`config.mk`:
```
export PLATFORM = sky130hd
export DESIGN_NAME = cpu8_core
export DESIGN_NICKNAME = d
export VERILOG_FILES = /design/src/rtl/cpu8_pkg.sv /design/src/rtl/cpu8_decoder.sv /design/src/rtl/cpu8_alu.sv /design/src/rtl/cpu8_regfile.sv /design/src/rtl/cpu8_core.sv
export SDC_FILE = /design/constraint.sdc
export NUM_CORES = 1
export LEC_CHECK = 0
export BUFFER_PORTS_ARGS = -buffer_cell sky130_fd_sc_hd__buf_2
export CAP_MARGIN = 20
export CELL_PAD_IN_SITES_DETAIL_PLACEMENT = 0
export CELL_PAD_IN_SITES_GLOBAL_PLACEMENT = 1
export CORE_MARGIN = 2
export CORE_UTILIZATION = 36
export DETAILED_ROUTE_END_ITERATION = 7
export PLACE_DENSITY_LB_ADDON = 0.3
export RECOVER_POWER = 50
export SETUP_SLACK_MARGIN = 0.3
export SYNTH_ARGS = -nofsm -noshare
export SYNTH_HDL_FRONTEND = slang
export SYNTH_SLANG_ARGS = --single-unit
```
`constraint.sdc`:
```
create_clock -name clk -period 5.83 [get_ports clk]
set_input_delay 1.166 -clock clk [delete_from_list [all_inputs] [get_ports clk]]
set_output_delay 1.166 -clock clk [all_outputs]
set_load 0.01 [all_outputs]
```
`src/rtl/cpu8_pkg.sv`:
```
`timescale 1ns/100ps
package cpu8_pkg;
    localparam int DW     = 8;
    localparam int NREG   = 16;
    localparam int OPW    = 4;
    localparam int RAW    = $clog2(NREG);
    localparam int IW     = OPW + RAW + DW;
    localparam int PC_INC = 2;

    localparam logic [OPW-1:0] OP_ADDI  = 4'd0;
    localparam logic [OPW-1:0] OP_SUBI  = 4'd1;
    localparam logic [OPW-1:0] OP_LOAD  = 4'd2;
    localparam logic [OPW-1:0] OP_STORE = 4'd3;
    localparam logic [OPW-1:0] OP_BEQ   = 4'd4;
    localparam logic [OPW-1:0] OP_JMP   = 4'd5;
    localparam logic [OPW-1:0] OP_JAL   = 4'd6;

    typedef enum logic [2:0] {
        ALU_NONE  = 3'd0,
        ALU_SUB   = 3'd1,
        ALU_ADD   = 3'd2,
        ALU_PASSX = 3'd3,
        ALU_PASSY = 3'd4
    } alu_op_e;

    typedef enum logic [1:0] {
        WB_LINK = 2'd0,
        WB_ALU  = 2'd1,
        WB_MEM  = 2'd2
    } wb_sel_e;

    typedef struct packed {
        alu_op_e alu_op;
        wb_sel_e wb_sel;
        logic    reg_we;
        logic    mem_we;
        logic    branch;
        logic    jump;
    } ctrl_t;

    typedef struct packed {
        logic [OPW-1:0] op;
        logic [RAW-1:0] rn;
        logic [DW-1:0]  fld;
    } instr_t;

    function automatic logic [DW-1:0] alu_eval(alu_op_e op,
                                               logic [DW-1:0] x,
                                               logic [DW-1:0] y);
        logic [DW-1:0] r;
        case (op)
            ALU_SUB:   r = x - y;
            ALU_ADD:   r = x + y;
            ALU_PASSX: r = x;
            ALU_PASSY: r = y;
            default:   r = '0;
        endcase
        return r;
    endfunction
endpackage

```
`src/rtl/cpu8_decoder.sv`:
```
`timescale 1ns/100ps
module cpu8_decoder
    import cpu8_pkg::*;
(
    input  logic [OPW-1:0] op,
    output ctrl_t          ctrl
);
    always_comb begin
        ctrl        = '0;
        ctrl.alu_op = ALU_NONE;
        ctrl.wb_sel = WB_ALU;
        case (op)
            OP_ADDI: begin
                ctrl.alu_op = ALU_ADD;
                ctrl.reg_we = 1'b1;
            end
            OP_SUBI: begin
                ctrl.alu_op = ALU_SUB;
                ctrl.reg_we = 1'b1;
            end
            OP_LOAD: begin
                ctrl.alu_op = ALU_PASSY;
                ctrl.wb_sel = WB_MEM;
                ctrl.reg_we = 1'b1;
            end
            OP_STORE: begin
                ctrl.alu_op = ALU_PASSY;
                ctrl.mem_we = 1'b1;
            end
            OP_BEQ: begin
                ctrl.alu_op = ALU_PASSX;
                ctrl.branch = 1'b1;
            end
            OP_JMP: begin
                ctrl.jump = 1'b1;
            end
            OP_JAL: begin
                ctrl.jump   = 1'b1;
                ctrl.wb_sel = WB_LINK;
                ctrl.reg_we = 1'b1;
            end
            default: ;
        endcase
    end
endmodule

```
`src/rtl/cpu8_alu.sv`:
```
`timescale 1ns/100ps
module cpu8_alu
    import cpu8_pkg::*;
#(
    parameter int W = DW
) (
    input  alu_op_e      op,
    input  logic [W-1:0] x,
    input  logic [W-1:0] y,
    output logic [W-1:0] res,
    output logic         zero
);
    always_comb begin
        res  = alu_eval(op, x, y);
        zero = (res == '0);
    end
endmodule

```
`src/rtl/cpu8_regfile.sv`:
```
`timescale 1ns/100ps
module cpu8_regfile
    import cpu8_pkg::*;
#(
    parameter int W = DW,
    parameter int N = NREG,
    localparam int AW = $clog2(N)
) (
    input  logic          clk,
    input  logic          rst,
    input  logic          we,
    input  logic [AW-1:0] addr,
    input  logic [W-1:0]  wdata,
    output logic [W-1:0]  rdata
);
    logic [W-1:0] regs [N];

    assign regs[0] = '0;

    for (genvar g = 1; g < N; g++) begin : g_reg
        always_ff @(posedge clk) begin
            if (rst)
                regs[g] <= '0;
            else if (we && addr == AW'(g))
                regs[g] <= wdata;
        end
    end

    assign rdata = regs[addr];
endmodule

```
`src/rtl/cpu8_core.sv`:
```
`timescale 1ns/100ps
module cpu8_core
    import cpu8_pkg::*;
(
    input  logic          clk,
    input  logic          rst,
    output logic [DW-1:0] imem_addr,
    input  logic [IW-1:0] imem_data,
    output logic [DW-1:0] dmem_addr,
    output logic [DW-1:0] dmem_wdata,
    input  logic [DW-1:0] dmem_rdata,
    output logic          dmem_we
);
    instr_t        ins;
    ctrl_t         ctrl;
    logic [DW-1:0] pc_q, pc_d, pc_plus2, br_target;
    logic [DW-1:0] rd_data, alu_res, wb_data;
    logic          alu_zero;

    assign ins = instr_t'(imem_data);

    cpu8_decoder dec_i (
        .op   (ins.op),
        .ctrl (ctrl)
    );

    cpu8_regfile #(.W(DW), .N(NREG)) rf_i (
        .clk   (clk),
        .rst   (rst),
        .we    (ctrl.reg_we),
        .addr  (ins.rn),
        .wdata (wb_data),
        .rdata (rd_data)
    );

    cpu8_alu #(.W(DW)) alu_i (
        .op   (ctrl.alu_op),
        .x    (rd_data),
        .y    (ins.fld),
        .res  (alu_res),
        .zero (alu_zero)
    );

    always_comb begin
        case (ctrl.wb_sel)
            WB_LINK: wb_data = pc_plus2;
            WB_MEM:  wb_data = dmem_rdata;
            default: wb_data = alu_res;
        endcase
    end

    assign pc_plus2  = pc_q + DW'(PC_INC);
    assign br_target = pc_plus2 + ins.fld;

    always_comb begin
        if (ctrl.jump)
            pc_d = ins.fld;
        else if (ctrl.branch && alu_zero)
            pc_d = br_target;
        else
            pc_d = pc_plus2;
    end

    always_ff @(posedge clk) begin
        if (rst) pc_q <= '0;
        else     pc_q <= pc_d;
    end

    assign imem_addr  = pc_q;
    assign dmem_addr  = alu_res;
    assign dmem_wdata = rd_data;
    assign dmem_we    = ctrl.mem_we;


    pc_reset_chk: assert property (@(posedge clk) rst |=> pc_q == '0);


    store_strobe_chk: assert property (@(posedge clk) disable iff (rst)
        dmem_we |-> imem_data[15:12] == OP_STORE);


    jump_target_chk: assert property (@(posedge clk) disable iff (rst)
        imem_data[15:12] == OP_JMP |=> pc_q == $past(imem_data[7:0]));


    branch_take_chk: assert property (@(posedge clk) disable iff (rst)
        (imem_data[15:12] == OP_BEQ && dmem_wdata == '0)
        |=> pc_q == DW'($past(pc_q) + DW'(PC_INC) + $past(imem_data[7:0])));


    branch_fall_chk: assert property (@(posedge clk) disable iff (rst)
        (imem_data[15:12] == OP_BEQ && dmem_wdata != '0)
        |=> pc_q == DW'($past(pc_q) + DW'(PC_INC)));


    nop_advance_chk: assert property (@(posedge clk) disable iff (rst)
        imem_data[15:12] > OP_JAL |=> pc_q == DW'($past(pc_q) + DW'(PC_INC)));
endmodule

```
==> qor.yml, run 1 <==
status: "finished, final reports clean"
synth-async-reset-ratio: 0
met1_usage: 0.2952
cp_slowest_cell: "a221oi_1"
synth-edff-count: 0
crit_fanout: 10
gr-usage-met2: 0.3168
p_leak_nw: 2.960
worstSetupEndpointType: "output pin"
nets: 877
n_fill_cell: 1832
cpPeakStageDelay_ns: 0.44
cts_tree: "yes"
die_w_um: 143.0
worst_setup_path_start_kind: "input pin"
fin_crit_sh: 0.9358
die_h_um: 143.0
final_common_cell: "nor2_1"
tightest_slew_ns: 0.9997
tns_ns: 0
io_pins: 51
drive_above_1_share: 0.1682
ys_ff_latch: 128
core_area_um2: 18830
maxCapViolations: 0
synthToLayoutAreaGrowth_pct: 18.78
synth_cells: 782
start_util: 0.3691
synth_fp_nets: 826
max_freq_mhz: 183.3
die_area_um2: 20430
peakVddDrop_uv: 168.8
clock_sinks: 128
gp_congestion: 0.8613
layout_common_cells: "nor2_1 (159), dfxtp_1 (128), a211oi_1 (123)"
clk_pin_slew_worst_paths_ns: 0.05
htreeDepth: 4
min_period_ns: 5.456
hold_viol: 0
wl_per_cell_um: 19.58
syn_area_um2: 6950
dp_hpwl_um: 14790
p_per_area_nw_per_um2: 276.7
drt-initial-drc-count: 422
ys_types: 62
clk_latency_ns: 0.42
crit_type: "in2out"
drt-total-wl_um: 21610
power.total_mw: 2.285
postSynthAreaPerCell_um2: 8.888
avgViaCountPerCell: 5.659
synthFlopType: "dfxtp_1"
antenna_found_initial: 0
arrival_ns: 4.29
grt_usage: 0.2119
clock_path_buffers: 2
finalSetupViolCount: 0
root_buffer: "clkbuf_16"
path_cells: "buf_4 > mux2_2 > a221oi_1 > a221oi_1 > nor2_1 > a21o_1 > inv_1 > ha_1 > a21oi_1 > o21ai_0 > o31a_1 > o21ai_0 > buf_2"
min_path_type: "reg2reg"
slew_headroom: 0.3335
fin_worst_skew_ns: 0.005664
grt_max_degree: 89
yosysWarnings: 0
dp_slack_ns: 0.03226
port-buffer-count: 50
grt_pass1_vias: 5835
final_antenna_net_count: 0
ctsHoldBuffers: 0
numCtsBuffers: 17
drc: 0
rsz0062_at_grt: "false"
grt-ovfl-total: 0
rows: 50
grt-busiest-layer: "met2"
via_count: 6248
use_met3: 0.04225
fin_ws_ns: 0.3745
grt_pass1_wl_um: 33010
firstDrtPassIters: 5
finalMaxSlewViolations: 0
cp.required_ns: 4.66
n_antenna_cell: 0
yosysSeqAreaShare: 0.3687
==> through the flow <==
| step | util | area [µm²] | hold WS [ns] | instances |
|---|---|---|---|---|
| finish | 0.4384 | 8255 | 0.4935 | 1104 |
| global placement | 0.3967 | 7470 | 0.4826 | 1054 |
| global route | 0.4384 | 8255 | 0.5116 | 1104 |
| CTS | 0.4284 | 8066 | 0.4972 | 1087 |
| detailed placement | 0.3975 | 7485 | 0.4884 | 1056 |
| floorplan | - | 6952 | 0.4735 | 782 |
==> cell type report <==
class | count | area [µm²] | area share
repair buffers | 97 | 649.4 | 0.07866
clock buffers | 20 | 446.7 | 0.05411
inverters | 14 | 52.55 | 0.006366
well taps | 260 | 325.3 | 0.03941
flip-flops and latches | 128 | 2562 | 0.3104
multi-input cells | 575 | 4104 | 0.4971
clock inverters | 10 | 115.1 | 0.01394
==> Yosys cell counts, types with 5 or more instances <==
library cell	count	area, µm²
nand2_1	24	90.09
or3_1	7	43.79
a21oi_1	24	120.1
mux4_2	6	135.1
ha_1	16	200.2
clkbuf_1	53	198.9
nand3b_1	8	60.06
mux4_1	10	262.8
buf_2	5	25.02
mux2i_1	23	230.2
nor3_1	12	60.06
nor2_1	159	596.8
inv_1	14	52.55
a22o_1	7	61.31
o211ai_1	8	60.06
nand3_1	11	55.05
a221oi_1	12	105.1
a211oi_1	123	923.4
nand2b_1	6	37.54
o21ai_0	16	80.08
mux2_2	11	123.9
xor2_1	10	87.58
dfxtp_1	128	2562
a221o_1	6	60.06
xnor2_1	8	70.07
==> critical path: cells and delay by family <==
family	cells	cell delay, ns
AOI/OAI and AO/OA	7	1.86
buffers and inverters	3	0.48
adders and majority gates	1	0.28
and+or+nand+nor	1	0.13
muxes	1	0.37
==> metal layers <==
metal,wire [µm],vias to the layer above
li1,-,3023
met1,10170,2970
met2,9420,222
met3,1295,33
met4,723,0
met5,0,-
==> final timing paths <==
check	cells after the start	to	startpoint	slack [ns]
worst min register to register	2	rf_i.regs[113]	rf_i.regs[113]	0.49
worst min-delay path	2	rf_i.regs[113]	rf_i.regs[113]	0.49
worst max-delay path	13	dmem_addr[5]	imem_data[9]	0.37
worst max register to register	16	imem_addr[6]	rf_i.regs[112]	1.43
==> where the power goes <==
part / internal (mW) / switching (mW)
registers: 0.892 / 0.0113
logic: 0.136 / 0.224
clock network: 0.632 / 0.389
total: 1.66 / 0.625
==> sequential cells by signal, indices dropped and copies added, names as in the netlist <==
signal	flops
imem_addr	8
rf_i.regs	120
==> what timing repair did <==
item,4_1_cts,5_1_grt
hold endpoints to repair,0,0
resized for setup,7,15
setup buffers,1,5
endpoints found under the setup margin,4,4
pin swaps,1,4
gates cloned,0,2
==> cell families after synthesis <==
family | count (synthesis) | synth area share
flip-flops | 128 | 0.3687
multiplexers | 50 | 0.1082
XOR/XNOR | 18 | 0.02268
adder cells (fa/ha/maj) | 18 | 0.03456
buffers and inverters | 79 | 0.04788
AO/OA/AOI/OAI | 226 | 0.2410
AND/OR/NAND/NOR | 263 | 0.1770
Note: power is estimated with default switching activity, not from simulation.
==> run 2: changes to the inputs <==
Settings changed: CORE_UTILIZATION 36 to 47.
==> run 2 against run 1 <==
  * Register-to-register slack better by 0.08 ns
  * Clock skew is 0.0044 ns higher
  * Design area is 1.3% lower
  * Largest cell class unchanged
  * Global-route usage is 5.3 points higher
  * Critical path type unchanged
==> qor.yml, run 2 (same netlist as run 1, synthesis figures left out) <==
status: "finished, final reports clean"
drt-total-wl_um: 21200  # -1.9%
p_clk_frac: 0.462  # +0.015
die_w_um: 125.6  # -12%
top_layer_used: "met4"
die_h_um: 125.6  # -12%
combPwrFrac: 0.153  # -0.005
internal-power_mw: 1.714  # +3.3%
crit_type: "in2out"
wl_per_cell_um: 20.66  # +5.6%
min_path_type: "reg2reg"
peakVddDrop_uv: 186.6  # +11%
tns_ns: 0  # unchanged
rows: 44  # -12%
wl_met1_um: 9948  # -2.2%
io_pins: 51  # unchanged
grt_pass1_wl_um: 32780  # -0.69%
grt_pass1_vias: 5818  # -0.29%
clock_path_buffers: 2  # unchanged
tightest_slew_ns: 1.104  # +0.1047 ns
dp_hpwl_um: 14300  # -3.3%
rsz0062_at_grt: "true"
final_common_cell: "nor2_1"
p_leak_nw: 2.955  # -0.16%
fin_worst_skew_ns: 0.01006  # +0.004392 ns
max_freq_mhz: 178.9  # -2.4%
dpl-instance-area_um2: 7402  # -1.1%
final_cell_area_um2: 8150  # -1.3%
antenna_found_initial: 0  # unchanged
p_per_area_nw_per_um2: 287.7  # +4.0%
power_switching_mw: 0.6302  # +0.82%
path_cells: "buf_2 > buf_12 > mux4_2 > mux2_2 > nand2_1 > o21ai_0 > ha_1 > buf_4 > nand2b_1 > a21oi_1 > clkbuf_1 > xor2_1 > a211oi_1 > inv_1 > buf_2"
cts_tree: "yes"
crit_fanout: 9  # -1
synthToLayoutAreaGrowth_pct: 17.26
route.met3.wl_um: 1229  # -5.1%
clk_pin_slew_worst_paths_ns: 0.05  # about the same
cpMostUsedCell: "buf_2"
grt-ovfl-total: 0  # unchanged
nets: 876  # -0.11%
final_antenna_net_count: 0  # unchanged
worst-path-buf-inv: 6  # +3
crit_family: "buffers and inverters"
worst_setup_path_start_kind: "input pin"
largest_register_ffs: 120  # unchanged
layout_common_cells: "nor2_1 (159), dfxtp_1 (128), a211oi_1 (124)"
arrival_ns: 4.42  # +0.13 ns
die_area_um2: 15780  # -23%
hold_viol: 0  # unchanged
clock_sinks: 128  # unchanged
drive_above_1_share: 0.1710  # +0.002775
cp_slowest_cell: "mux4_2"
root_buffer: "clkbuf_16"
drc: 0  # unchanged
port-buffer-count: 50  # unchanged
cp.required_ns: 4.66  # about the same
grt_max_degree: 93  # +4.5%
n_antenna_cell: 0  # unchanged
numCtsBuffers: 17  # unchanged
maxCapViolations: 0  # unchanged
top_register: "rf_i.regs"
firstDrtPassIters: 7  # +2
clk_latency_ns: 0.42  # about the same
worstSetupEndpointType: "output pin"
fin_crit_sh: 0.9589  # +0.02318
ctsHoldBuffers: 0  # unchanged
p_seq_frac: 0.385  # -0.010
grt_usage: 0.2650  # +0.05315
start_util: 0.4800  # +0.1109
via_count: 6363  # +1.8%
switching_share: 0.2688  # -0.004812
htreeDepth: 4  # unchanged
drt-initial-drc-count: 530  # +26%
avgViaCountPerCell: 6.202  # +9.6%
gp_congestion: 0.9348  # +8.5%
finalSetupViolCount: 0  # unchanged
cpPeakStageDelay_ns: 0.54  # +0.10 ns
finalMaxSlewViolations: 0  # unchanged
wl_met2_um: 9435  # +0.16%
core_area_um2: 14480  # -23%
slew_headroom: 0.2610  # -0.07253
min_period_ns: 5.591  # +0.1351 ns
-- run 2: worst paths after layout --
kind / start / endpoint / slack [ns] / cells past startpoint
worst min-delay path: rf_i.regs[88] / rf_i.regs[88] / 0.50 / 2
worst min register to register: rf_i.regs[88] / rf_i.regs[88] / 0.50 / 2
worst max-delay path: imem_data[8] / dmem_addr[4] / 0.24 / 15
worst max register to register: rf_i.regs[96] / rf_i.regs[4] / 1.51 / 17
-- run 2: what timing repair did --
action                                  CTS  global route
buffers inserted                          1             4
endpoints found under the setup margin    1             5
pin swaps                                 1             3
gates cloned                              1             1
gates resized for setup                   1            17
-- run 2: area by class of cell --
type                       instances  area (µm²)
sequential                       128        2562
timing repair buffer              96       653.1
multi-input combinational        575        4061
fill                            1348        6329
inverter                          14       52.55
clock buffer                      19       452.9
clock inverter                    10       137.6
tap                              184       230.2
-- run 2: layer usage --
metal  vias up  GRT usage
li1       3020          -
met1      3074     0.3673
met2       234     0.4067
met3        35    0.05520
met4         0     0.1020
met5         -          0
-- run 2: power groups by stage --
stage / clock network [mW] / logic, mW / registers, mW
3_3_place_gp: 0 / 0.336 / 0.921
5_1_grt: 1.14 / 0.386 / 0.905
4_1_cts: 1.09 / 0.348 / 0.903
3_5_place_dp: 0 / 0.341 / 0.922
2_1_floorplan: 0 / 0.223 / 0.921
6_report: 1.08 / 0.359 / 0.903
-- run 2: through the flow --
step / cells / utilization / total power, mW / worst slack [ns] / hold slack [ns]
5_1_grt: 1026 / 0.5629 / 2.427 / 0.1612 / 0.5084
6_report: 1026 / 0.5629 / 2.345 / 0.2394 / 0.4969
2_1_floorplan: 782 / - / 1.145 / 0.3256 / 0.4735
3_3_place_gp: 980 / 0.5112 / 1.257 / 0.2076 / 0.4817
3_5_place_dp: 980 / 0.5112 / 1.263 / 0.1684 / 0.4887
4_1_cts: 1011 / 0.5548 / 2.342 / 0.3166 / 0.4953
-- run 2: worst reg2reg max path, stage by stage, from the launching register on --
cell and delay, ns:
dfxtp_1 0.34, mux2_2 0.17, a221oi_1 0.07, a221oi_1 0.31, nor2_1 0.07, a21oi_1 0.22, ha_1 0.22, inv_1 0.06
fa_1 0.39, nand2b_1 0.16, a21oi_1 0.18, clkbuf_1 0.15, xor2_1 0.08, a211oi_1 0.44, o21ai_0 0.17, a21oi_1 0.13
clkbuf_1 0.80, a211oi_1 0.17
